### src/rtl/lru4_pkg.sv
package lru4_pkg;
   // Kind of rank update requested in a cycle
   typedef enum logic [1:0] {
      UPD_NONE = 2'd0,
      UPD_HIT  = 2'd1,
      UPD_FILL = 2'd2
   } upd_kind_e;

   localparam int DEF_SETS = 16;
   localparam int DEF_WAYS = 4;
endpackage

### src/rtl/lru_rank_store.sv
module lru_rank_store #(
   parameter  int SETS  = 16,
   parameter  int WAYS  = 4,
   localparam int SET_W = $clog2(SETS),
   localparam int WAY_W = $clog2(WAYS)
) (
   input  logic                                  clk,
   input  logic                                  rst_n,
   input  logic                                  wr_en,
   input  logic [SET_W-1:0]                      wr_set,
   input  logic [WAYS-1:0][WAY_W-1:0]            wr_rank,
   output logic [SETS-1:0][WAYS-1:0][WAY_W-1:0]  rank_q
);
   for (genvar s = 0; s < SETS; s++) begin : g_set
      always_ff @(posedge clk or negedge rst_n) begin
         if (!rst_n) begin
            for (int w = 0; w < WAYS; w++) rank_q[s][w] <= WAY_W'(w);
         end else if (wr_en && (wr_set == SET_W'(s))) begin
            rank_q[s] <= wr_rank;
         end
      end
   end
endmodule

### src/rtl/lru_victim_pick.sv
module lru_victim_pick #(
   parameter  int WAYS  = 4,
   localparam int WAY_W = $clog2(WAYS)
) (
   input  logic [WAYS-1:0][WAY_W-1:0] rank,
   input  logic [WAYS-1:0]            valid,
   output logic [WAY_W-1:0]           victim
);
   logic [WAY_W-1:0] inv_way;
   logic [WAY_W-1:0] lru_way;
   logic             any_inv;

   always_comb begin
      inv_way = '0;
      any_inv = 1'b0;
      for (int w = WAYS - 1; w >= 0; w--) begin
         if (!valid[w]) begin
            inv_way = WAY_W'(w);
            any_inv = 1'b1;
         end
      end
   end

   always_comb begin
      lru_way = '0;
      for (int w = 0; w < WAYS; w++) begin
         if (rank[w] == WAY_W'(WAYS - 1)) lru_way = WAY_W'(w);
      end
   end

   assign victim = any_inv ? inv_way : lru_way;
endmodule

### src/rtl/lru_rank_update.sv
module lru_rank_update #(
   parameter  int WAYS  = 4,
   localparam int WAY_W = $clog2(WAYS)
) (
   input  logic [WAYS-1:0][WAY_W-1:0] rank_in,
   input  logic [WAY_W-1:0]           target,
   output logic [WAYS-1:0][WAY_W-1:0] rank_out
);
   logic [WAY_W-1:0] tgt_rank;

   assign tgt_rank = rank_in[target];

   for (genvar w = 0; w < WAYS; w++) begin : g_way
      always_comb begin
         if (target == WAY_W'(w))       rank_out[w] = '0;
         else if (rank_in[w] < tgt_rank) rank_out[w] = rank_in[w] + WAY_W'(1);
         else                            rank_out[w] = rank_in[w];
      end
   end
endmodule

### src/rtl/lru4_tracker.sv
module lru4_tracker
   import lru4_pkg::*;
#(
   parameter  int SETS  = DEF_SETS,
   parameter  int WAYS  = DEF_WAYS,
   localparam int SET_W = $clog2(SETS),
   localparam int WAY_W = $clog2(WAYS)
) (
   input  logic             clk,
   input  logic             rst_n,
   input  logic             acc_valid,
   input  logic             acc_hit,
   input  logic [SET_W-1:0] acc_set,
   input  logic [WAY_W-1:0] acc_way,
   input  logic [WAYS-1:0]  set_valid,
   output logic [WAY_W-1:0] victim_way
);
   if (WAYS < 2 || (1 << WAY_W) != WAYS) begin : g_bad_ways
      $error("lru4_tracker: WAYS must be a power of two, at least 2");
   end
   if (SETS < 2 || (1 << SET_W) != SETS) begin : g_bad_sets
      $error("lru4_tracker: SETS must be a power of two, at least 2");
   end

   logic [SETS-1:0][WAYS-1:0][WAY_W-1:0] rank_all;
   logic [WAYS-1:0][WAY_W-1:0]           cur_rank;
   logic [WAYS-1:0][WAY_W-1:0]           nxt_rank;
   logic [WAY_W-1:0]                     target;
   upd_kind_e                            kind;

   assign cur_rank = rank_all[acc_set];

   always_comb begin
      if (!acc_valid)   kind = UPD_NONE;
      else if (acc_hit) kind = UPD_HIT;
      else              kind = UPD_FILL;
   end

   assign target = (kind == UPD_HIT) ? acc_way : victim_way;

   lru_victim_pick #(.WAYS(WAYS)) pick_i (
      .rank   (cur_rank),
      .valid  (set_valid),
      .victim (victim_way)
   );

   lru_rank_update #(.WAYS(WAYS)) upd_i (
      .rank_in  (cur_rank),
      .target   (target),
      .rank_out (nxt_rank)
   );

   lru_rank_store #(.SETS(SETS), .WAYS(WAYS)) store_i (
      .clk     (clk),
      .rst_n   (rst_n),
      .wr_en   (kind != UPD_NONE),
      .wr_set  (acc_set),
      .wr_rank (nxt_rank),
      .rank_q  (rank_all)
   );
endmodule

### config.mk
export PLATFORM = sky130hd
export DESIGN_NAME = lru4_tracker
export DESIGN_NICKNAME = d
export VERILOG_FILES = /design/src/rtl/lru4_pkg.sv /design/src/rtl/lru_rank_store.sv /design/src/rtl/lru_victim_pick.sv /design/src/rtl/lru_rank_update.sv /design/src/rtl/lru4_tracker.sv
export SDC_FILE = /design/constraint.sdc
export NUM_CORES = 1
export LEC_CHECK = 0
export BUFFER_PORTS_ARGS = -buffer_cell sky130_fd_sc_hd__buf_2
export CORE_UTILIZATION = 65
export DETAILED_ROUTE_END_ITERATION = 10
export GPL_ROUTABILITY_DRIVEN = 0
export PLACE_DENSITY = 0.82
export SETUP_SLACK_MARGIN = 0.4
export SYNTH_ARGS = -nofsm -noshare
export SYNTH_HDL_FRONTEND = slang
export SYNTH_SLANG_ARGS = --single-unit
### constraint.sdc
create_clock -name clk -period 7.7 [get_ports clk]
set_input_delay 0.77 -clock clk [delete_from_list [all_inputs] [get_ports clk]]
set_output_delay 0.77 -clock clk [all_outputs]
set_load 0.02 [all_outputs]
==> results of run 1 <==
## area by class of cell
| cell class | instances | area, um2 | share of cell area, % |
|---|---|---|---|
| Sequential cell | 128 | 3280 | 45.2 |
| Timing Repair Buffer | 18 | 100 | 1.38 |
| Tap cell | 133 | 166 | 2.29 |
| Multi-Input combinational cell | 428 | 3100 | 42.8 |
| Inverter | 1 | 3.75 | 0.0517 |
| Clock inverter | 15 | 188 | 2.59 |
| Clock buffer | 17 | 414 | 5.71 |
## layout by cell type (no fill, tap or decap), types with 4 or more instances in the layout
master        n
nand2_1     130
o21ai_0      67
dfrtp_1      64
dfstp_2      64
mux4_2       36
nor2_1       27
a21oi_1      21
o31ai_1      17
o41ai_1      16
clkbuf_16    16
buf_2        14
o21ai_1      13
mux2_2       10
mux2_1       10
nand3_1       8
a31oi_1       8
mux2i_1       7
nand2b_1      6
clkinvlp_4    6
nor2b_1       5
clkinv_4      4
buf_4         4
## cells in the mapped netlist (all sizes together) (2+ instances only)
master / n
a21o: 2
a21oi: 22
a22oi: 2
a311oi: 2
a31oi: 9
buf: 27
clkbuf: 18
dfrtp: 64
dfstp: 64
ha: 3
mux2: 20
mux2i: 8
mux4: 36
nand2: 130
nand2b: 6
nand3: 8
nand3b: 3
nand4: 2
nor2: 27
nor2b: 5
nor3b: 2
o211a: 3
o21ai: 80
o221ai: 2
o31a: 2
o31ai: 17
o41ai: 16
or2: 2
## where the power goes
group | internal [mW] | switching, mW
Combinational | 0.168 | 0.295
Clock | 0.496 | 0.321
Sequential | 0.848 | 0.0737
Total | 1.51 | 0.690
## logic make-up (layout without fill, tap and decap cells)
group	Yosys count	after routing	synth area share, %
and+or+nand+nor	193	193	12.6
AOI/OAI and AO/OA	168	168	16.7
DFF	128	128	49.7
muxes	64	64	17.1
buffers and inverters	46	51	3.37
adders and majority gates	3	3	0.568
## path summary, 6_finish.rpt
| check | endpoint | depth (start not counted) | from |
|---|---|---|---|
| min reg2reg | store_i.rank_q[15]$_DFFE_PN1P_ | 2 | store_i.rank_q[15]$_DFFE_PN1P_ |
| max reg2reg | store_i.rank_q[52]$_DFFE_PN0P_ | 11 | store_i.rank_q[30]$_DFFE_PN1P_ |
| min | store_i.rank_q[43]$_DFFE_PN0P_ | 1 | rst_n |
| min in group clk | store_i.rank_q[15]$_DFFE_PN1P_ | 2 | store_i.rank_q[15]$_DFFE_PN1P_ |
| max | store_i.rank_q[52]$_DFFE_PN0P_ | 11 | acc_set[2] |
| max in group asynchronous | store_i.rank_q[49]$_DFFE_PN0P_ | 2 | rst_n |
## through the flow
stage / setup WS (ps) / power, mW / std cells / utilization, % / cell area (um2)
5_1_grt: 1950 / 2.30 / 740 / 73.9 / 7260
4_1_cts: 2460 / 2.19 / 740 / 73.9 / 7260
2_1_floorplan: 2840 / 1.26 / 602 / - / 6610
6_report: 2320 / 2.20 / 740 / 73.9 / 7260
3_5_place_dp: 1910 / 1.37 / 708 / 67.8 / 6660
3_3_place_gp: 2120 / 1.34 / 708 / 67.8 / 6660
## per-layer routing
metal	track usage, %	vias to the layer above	wire length (um)	share of wire (%)
li1	-	2205	-	-
met1	46.7	2578	6500	39
met2	56.5	317	8160	48
met3	10.2	47	1740	10
met4	14.5	0	444	2.6
met5	0	-	0	0
==> flow_metrics.env, run 1 <==
export IMPL_worst_slew_pin_slew_ps=1180
export IMPL_areaGrowthSynthToFinish_pct=9.83
export IMPL_maxCapViolations=0
export IMPL_layout_drive_gt1_share_pct=28.5
export IMPL_clock_latency_ps=550
export IMPL_synthCells=602
export IMPL_ant_nets=0
export IMPL_nNetsFinal=611
export IMPL_drt_iter0_markers=386
export IMPL_slowest_delay_ps=910
export IMPL_synth_nets=619
export IMPL_start_util_pct=67.3
export IMPL_grt_overflow_total=0
export IMPL_cts_buffer_depth=2
export IMPL_synth_edf_count=0
export IMPL_synthTopCellsByArea="dfstp_2, dfrtp_1, mux4_2"
export IMPL_cts_resized=0
export IMPL_start_kind="primary input"
export IMPL_setup_viol=0
export IMPL_powerDensity_mw_per_mm2=303
export IMPL_cp_num_buf_inv=1
export IMPL_synth_ff_type="dfstp_2"
export IMPL_cts_root_buf="clkbuf_8"
export IMPL_num_rows=36
export IMPL_critical_path_most_common_cell="mux4_2"
export IMPL_finalClockSkew_ps=8.37
export IMPL_nFillCells=638
export IMPL_num_io_pins=16
export IMPL_yosysWarningCount=0
export IMPL_largest_reg_flops=128
export IMPL_portBuffers=15
export IMPL_slew_viol_final=0
export IMPL_wirelength_um=16800
export IMPL_synth_top_area_cell="dfstp_2"
export IMPL_fin_crit_sh_pct=69.9
export IMPL_cts_tree="built"
export IMPL_grt_pass1_vias=4971
export IMPL_wl_per_cell_um=22.8
export IMPL_ys_ff_latch=128
export IMPL_grt_pass1_wl_um=26900
export IMPL_fin_hold_ws_ps=347
export IMPL_hp_class="in -> async"
export IMPL_status="finished, final reports clean"
export IMPL_grt_max_degree=69
export IMPL_post_cts_buffers=0
export IMPL_vias_per_cell=6.96
export IMPL_top_regs="store_i.rank_q: 128 flops"
export IMPL_crit_type="in -> reg"
export IMPL_crit_chain="buf_2, mux4_2, mux4_2, ha_1, nor4bb_1, o31a_1, mux2_2, mux2i_4, nand4_1, a21oi_1, o21ai_0"
export IMPL_totalNegativeSetupSlack_ps=0
export IMPL_synth_top_cell_area_share_pct=25.4
export IMPL_worst_endpoint_required_ps=8070
export IMPL_num_vias=5147
export IMPL_max_slew_margin_pct=21.4
export IMPL_antenna_found_initial=0
export IMPL_dr_pass1_iters=5
export IMPL_die_area_mm2=0.0106
export IMPL_clk_transition_reported_paths_ps=60
export IMPL_die_w_um=103
export IMPL_r2r_slack_ps=2930
export IMPL_cts_buffers_inserted=17
export IMPL_fin_crit_ps=5380
export IMPL_largest_register="store_i.rank_q"
export IMPL_diodes=0
export IMPL_cts_max_level=4
export IMPL_p_leak_nw=2.93
export IMPL_grt_total_usage_pct=35.6
export IMPL_cp_slowest_cell="a21oi_1"
export IMPL_die_y_um=103
export IMPL_ir_drop_uv=178
export IMPL_ys_types=60
export IMPL_syn_area_per_cell_um2=11.0
export IMPL_hold_violations=0
export IMPL_cp_arrival_ps=5750
export IMPL_cp_end_kind="register"
export IMPL_synth_cell_area_mm2=0.00661
export IMPL_cts_sinks=128
export IMPL_async_flop_share_pct=100
export IMPL_drc=0
export IMPL_rsz0062_at_grt="false"
export IMPL_path_max_fanout=28
export IMPL_coreArea_mm2=0.00982
export IMPL_place_hpwl_um=9930
export IMPL_fmaxAchievable_mhz=186
export IMPL_synth_yosys_seq_area_share_pct=49.7
export IMPL_cpLargestDelayFamily="multiplexers"
export IMPL_hold_buffers=0
Power figures use the tool's default switching activity.
==> inputs of run 2 (changes only) <==
Settings changed: CORE_UTILIZATION 65 to 57, PLACE_DENSITY 0.82 to 0.77.
Clock period 7.7 ns to 4.7 ns, I/O delays scaled along.
==> flow_metrics.env, run 2 (synthesized netlist as in run 1, its figures left out) <==
export IMPL_fin_hold_ws_ps=138
export IMPL_ir_drop_uv=558
export IMPL_num_rows=38
export IMPL_drc=0
export IMPL_die_area_mm2=0.0120
export IMPL_powerDensity_mw_per_mm2=495
export IMPL_areaGrowthSynthToFinish_pct=14.6
export IMPL_final_common_cell="nand2_1"
export IMPL_final_cell_mix="nand2_1, o21ai_0, dfrtp_1, dfstp_2, mux4_2"
export IMPL_fin_crit_sh_pct=87.4
export IMPL_cts_max_level=4
export IMPL_diodes=0
export IMPL_dr_pass1_iters=5
export IMPL_grtUsageMet3_pct=8.77
export IMPL_status="finished, final reports clean"
export IMPL_drt_iter0_markers=442
export IMPL_cp_end_kind="register"
export IMPL_cts_tree="built"
export IMPL_coreArea_mm2=0.0111
export IMPL_cts_sinks=128
export IMPL_wirelength_um=17200
export IMPL_grt_total_usage_pct=31.6
export IMPL_finalClockSkew_ps=9.81
export IMPL_clock_latency_ps=420
export IMPL_fmaxAchievable_mhz=244
export IMPL_crit_type="in -> reg"
export IMPL_top_regs="store_i.rank_q: 128 flops"
export IMPL_slew_viol_final=0
export IMPL_top_usage_layer="met2"
export IMPL_num_io_pins=16
export IMPL_p_total_mw=3.75
export IMPL_setup_viol=0
export IMPL_portBuffers=15
export IMPL_hp_class="in -> async"
export IMPL_grt_overflow_total=0
export IMPL_nFillCells=782
export IMPL_vias_per_cell=6.64
export IMPL_max_slew_margin_pct=32.8
export IMPL_maxCapViolations=0
export IMPL_path_max_fanout=17
export IMPL_largest_reg_flops=128
export IMPL_worst_slew_pin_slew_ps=1010
export IMPL_num_vias=5135
export IMPL_use_met1_pct=40.1
export IMPL_clk_transition_reported_paths_ps=60
export IMPL_die_y_um=110
export IMPL_grt_max_degree=65
export IMPL_use_met2_pct=49.3
export IMPL_nNetsFinal=637
export IMPL_hold_violations=0
export IMPL_place_hpwl_um=11100
export IMPL_worst_endpoint_required_ps=5040
export IMPL_postPlaceCellArea_mm2=0.00687
export IMPL_die_w_um=110
export IMPL_p_leak_nw=3.10
export IMPL_start_util_pct=59.7
export IMPL_cts_buffer_depth=2
export IMPL_layout_drive_gt1_share_pct=31.6
export IMPL_fin_crit_ps=4110
export IMPL_cts_buffers_inserted=17
export IMPL_ant_nets=0
export IMPL_antenna_found_initial=0
export IMPL_cp_arrival_ps=4440
export IMPL_cts_root_buf="clkbuf_16"
export IMPL_largest_register="store_i.rank_q"
export IMPL_grt_pass1_vias=5299
export IMPL_start_kind="primary input"
export IMPL_wl_per_cell_um=22.3
export IMPL_grt_pass1_wl_um=27400
export IMPL_postLayoutCellArea_mm2=0.00757
export IMPL_rsz0062_at_grt="false"
run 2: worst max-delay path: stages:
cell and delay (ps):
buf_2 400, buf_4 320, buf_4 190, mux4_2 310
mux2i_1 170, mux2i_1 130, ha_1 230, nor2b_1 160
o2111ai_1 330, nand2_1 140, a211o_1 430, buf_4 200
a31oi_2 340, o221ai_4 320, a31oi_1 280
run 2: cell type report:
cell class                      instances  area [um2]  share of cell area [%]
Clock buffer                           23         468                    6.18
Multi-Input combinational cell        428        3170                    41.8
Timing Repair Buffer                   44         323                    4.26
Clock inverter                          9         155                    2.05
Sequential cell                       128        3280                    43.4
Tap cell                              140         175                    2.31
Inverter                                1        3.75                  0.0496
run 2: report_power, final:
part / leakage, nW / internal [mW] / total [mW] / switching [mW]
Sequential: 1.54 / 1.39 / 1.50 / 0.113
Combinational: 1.25 / 0.341 / 0.854 / 0.513
Clock: 0.302 / 0.916 / 1.40 / 0.479
run 2: per-stage QoR:
stage	worst slack (ps)	instances	TNS [ps]	util, %
after floorplan	409	602	0	-
after global placement	113	739	0	62.0
after detailed placement	-120	739	-2710	62.0
after CTS	480	771	0	67.9
after global routing	390	773	0	68.4
final	594	773	0	68.4
run 2: final timing paths:
check,start,to,slack (ps),cells after the start
worst min-delay path,rst_n,store_i.rank_q[59]$_DFFE_PN0P_,140,1
worst max register to register,store_i.rank_q[29]$_DFFE_PN1P_,store_i.rank_q[63]$_DFFE_PN1P_,640,10
min in group clk,store_i.rank_q[111]$_DFFE_PN1P_,store_i.rank_q[111]$_DFFE_PN1P_,470,2
max in group asynchronous,rst_n,store_i.rank_q[21]$_DFFE_PN1P_,3570,2
worst max-delay path,acc_set[3],store_i.rank_q[2]$_DFFE_PN1P_,590,15
worst min register to register,store_i.rank_q[111]$_DFFE_PN1P_,store_i.rank_q[111]$_DFFE_PN1P_,470,2
run 2: what timing repair did:
item	4_1_cts	5_1_grt
gates resized for setup	4	5
pin swaps	0	2
setup buffers	0	2
hold buffers	0	0
setup endpoints to repair	46	83
run 2: metal layers:
layer  vias to the layer above  share of wire [%]
li1                       2253                  -
met1                      2581                 40
met2                       247                 49
met3                        54                7.9
met4                         0                3.6
met5                         -                  0
==> inputs of run 3 (changes only) <==
Settings changed: CORE_UTILIZATION 57 to 63, PLACE_DENSITY 0.77 to 0.8, SLEW_MARGIN set to 0.
Clock period 4.7 ns to 4.5 ns, I/O delays scaled along.
==> flow_metrics.env, run 3 (synthesized netlist as in run 1, its figures left out) <==
export IMPL_num_vias=5144
export IMPL_postLayoutCellArea_mm2=0.00752
export IMPL_final_cell_mix="nand2_1, o21ai_0, dfrtp_1, dfstp_2, mux4_2"
export IMPL_die_y_um=104
export IMPL_intPower_mw=2.65
export IMPL_ir_drop_uv=290
export IMPL_drt_iter0_markers=549
export IMPL_finalNonFillerCells=766
export IMPL_use_met2_pct=54.0
export IMPL_diodes=0
export IMPL_p_seq_share_pct=41.6
export IMPL_dr_pass1_iters=6
export IMPL_largest_reg_flops=128
export IMPL_ant_nets=0
export IMPL_layout_drive_gt1_share_pct=31.4
export IMPL_setup_viol=0
export IMPL_wirelength_um=17200
export IMPL_cts_sinks=128
export IMPL_cp_slowest_cell="mux4_2"
export IMPL_cts_root_buf="clkbuf_8"
export IMPL_cts_buffers_inserted=17
export IMPL_maxCapViolations=0
export IMPL_cts_max_level=4
export IMPL_top_usage_layer="met2"
export IMPL_cpLargestDelayFamily="multiplexers"
export IMPL_die_w_um=104
export IMPL_areaGrowthSynthToFinish_pct=13.7
export IMPL_postPlaceCellArea_mm2=0.00685
export IMPL_fin_hold_ws_ps=96.4
export IMPL_worst_slew_pin_slew_ps=957
export IMPL_clock_latency_ps=530
export IMPL_path_max_fanout=16
export IMPL_grt_pass1_vias=5196
export IMPL_wl_per_cell_um=22.4
export IMPL_powerDensity_mw_per_mm2=505
export IMPL_coreArea_mm2=0.0102
export IMPL_top_regs="store_i.rank_q: 128 flops"
export IMPL_drc=0
export IMPL_max_slew_margin_pct=36.2
export IMPL_num_io_pins=16
export IMPL_fin_util_pct=73.5
export IMPL_cp_end_kind="register"
export IMPL_fmaxAchievable_mhz=253
export IMPL_finalClockSkew_ps=9.18
export IMPL_crit_type="reg -> reg"
export IMPL_grt_max_degree=78
export IMPL_clk_transition_reported_paths_ps=60
export IMPL_cts_tree="built"
export IMPL_p_leak_nw=3.07
export IMPL_rsz0062_at_grt="false"
export IMPL_p_comb_share_pct=24.2
export IMPL_power_share_clock_pct=34.3
export IMPL_nNetsFinal=635
export IMPL_p_switching_mw=1.15
export IMPL_grt_overflow_total=0
export IMPL_cp_startpoint="store_i.rank_q[116]$_DFFE_PN0P_"
export IMPL_r2r_start="store_i.rank_q[116]$_DFFE_PN0P_"
export IMPL_vias_per_cell=6.72
export IMPL_start_kind="register"
export IMPL_slew_viol_final=0
export IMPL_crit_chain="mux4_2, nand3b_1, and4_4, inv_1, ha_1, nor4bb_2, o31a_1, mux2_2, mux2i_4, nand4_2, a221oi_4, buf_6, o21ai_0"
export IMPL_start_util_pct=64.6
export IMPL_die_area_mm2=0.0109
export IMPL_use_met1_pct=46.0
export IMPL_antenna_found_initial=0
export IMPL_fin_crit_sh_pct=87.8
export IMPL_final_common_cell="nand2_1"
export IMPL_cp_arrival_ps=4320
export IMPL_totalNegativeSetupSlack_ps=0
export IMPL_hold_buffers=0
export IMPL_portBuffers=15
export IMPL_status="finished, final reports clean"
export IMPL_fin_crit_ps=3950
export IMPL_num_rows=37
export IMPL_hold_violations=0
export IMPL_cts_buffer_depth=2
export IMPL_slowest_delay_ps=470
export IMPL_cp_num_buf_inv=2
export IMPL_grt_pass1_wl_um=28100
export IMPL_largest_register="store_i.rank_q"
export IMPL_worst_endpoint_required_ps=4870
export IMPL_sw_frac_of_total_pct=30.2
export IMPL_place_hpwl_um=10800
export IMPL_grtUsageMet3_pct=7.46
export IMPL_placed_cells=732
export IMPL_grt_total_usage_pct=34.3
export IMPL_hp_class="in -> async"
-- run 3: final timing paths --
path / endpoint / slack, ps / depth (start not counted)
min in group clk: store_i.rank_q[95]$_DFFE_PN1P_ / 480 / 2
max in group asynchronous: store_i.rank_q[126]$_DFFE_PN1P_ / 3440 / 2
worst min register to register: store_i.rank_q[95]$_DFFE_PN1P_ / 480 / 2
worst min-delay path: store_i.rank_q[0]$_DFFE_PN0P_ / 100 / 1
worst max-delay path: store_i.rank_q[16]$_DFFE_PN0P_ / 550 / 13
worst max register to register: store_i.rank_q[16]$_DFFE_PN0P_ / 550 / 13
-- run 3: repair_timing --
action	CTS	global route
resized for setup	3	7
endpoints found under the hold margin	0	0
gates cloned	0	0
endpoints found under the setup margin	22	87
pin swaps	0	4
buffers inserted	0	3
-- run 3: stage by stage --
step | power [mW] | setup slack (ps)
after global routing | 3.96 | 381
after global placement | 2.35 | -57.6
after CTS | 3.74 | 407
final | 3.79 | 548
after floorplan | 2.16 | 403
after detailed placement | 2.40 | -150
-- run 3: power by group through the flow --
stage | clock network [mW] | logic (mW) | registers, mW
5_1_grt | 1.36 | 0.998 | 1.60
2_1_floorplan | 0 | 0.629 | 1.53
3_5_place_dp | 0 | 0.821 | 1.58
4_1_cts | 1.32 | 0.847 | 1.57
3_3_place_gp | 0 | 0.787 | 1.56
6_report | 1.30 | 0.917 | 1.58
-- run 3: area by class of cell --
| class | count | area [um2] |
|---|---|---|
| Sequential cell | 128 | 3280 |
| Multi-Input combinational cell | 428 | 3180 |
| Fill cell | 672 | 2710 |
| Clock buffer | 25 | 474 |
| Timing Repair Buffer | 42 | 324 |
| Tap cell | 136 | 170 |
| Clock inverter | 6 | 82.6 |
| Inverter | 1 | 3.75 |
-- run 3: worst register-to-register path: stages (launching register included) --
cell and delay [ps]:
dfrtp_1 390, mux4_2 470, nand3b_1 200, and4_4 290, inv_1 90, ha_1 230
nor4bb_2 330, o31a_1 310, mux2_2 400, mux2i_4 260, nand4_2 220, a221oi_4 280
buf_6 220, o21ai_0 110
-- run 3: layer usage --
metal | vias up | part of all wire [%]
li1 | 2244 | -
met1 | 2598 | 40
met2 | 259 | 49
met3 | 43 | 7.4
met4 | 0 | 3.1
met5 | - | 0
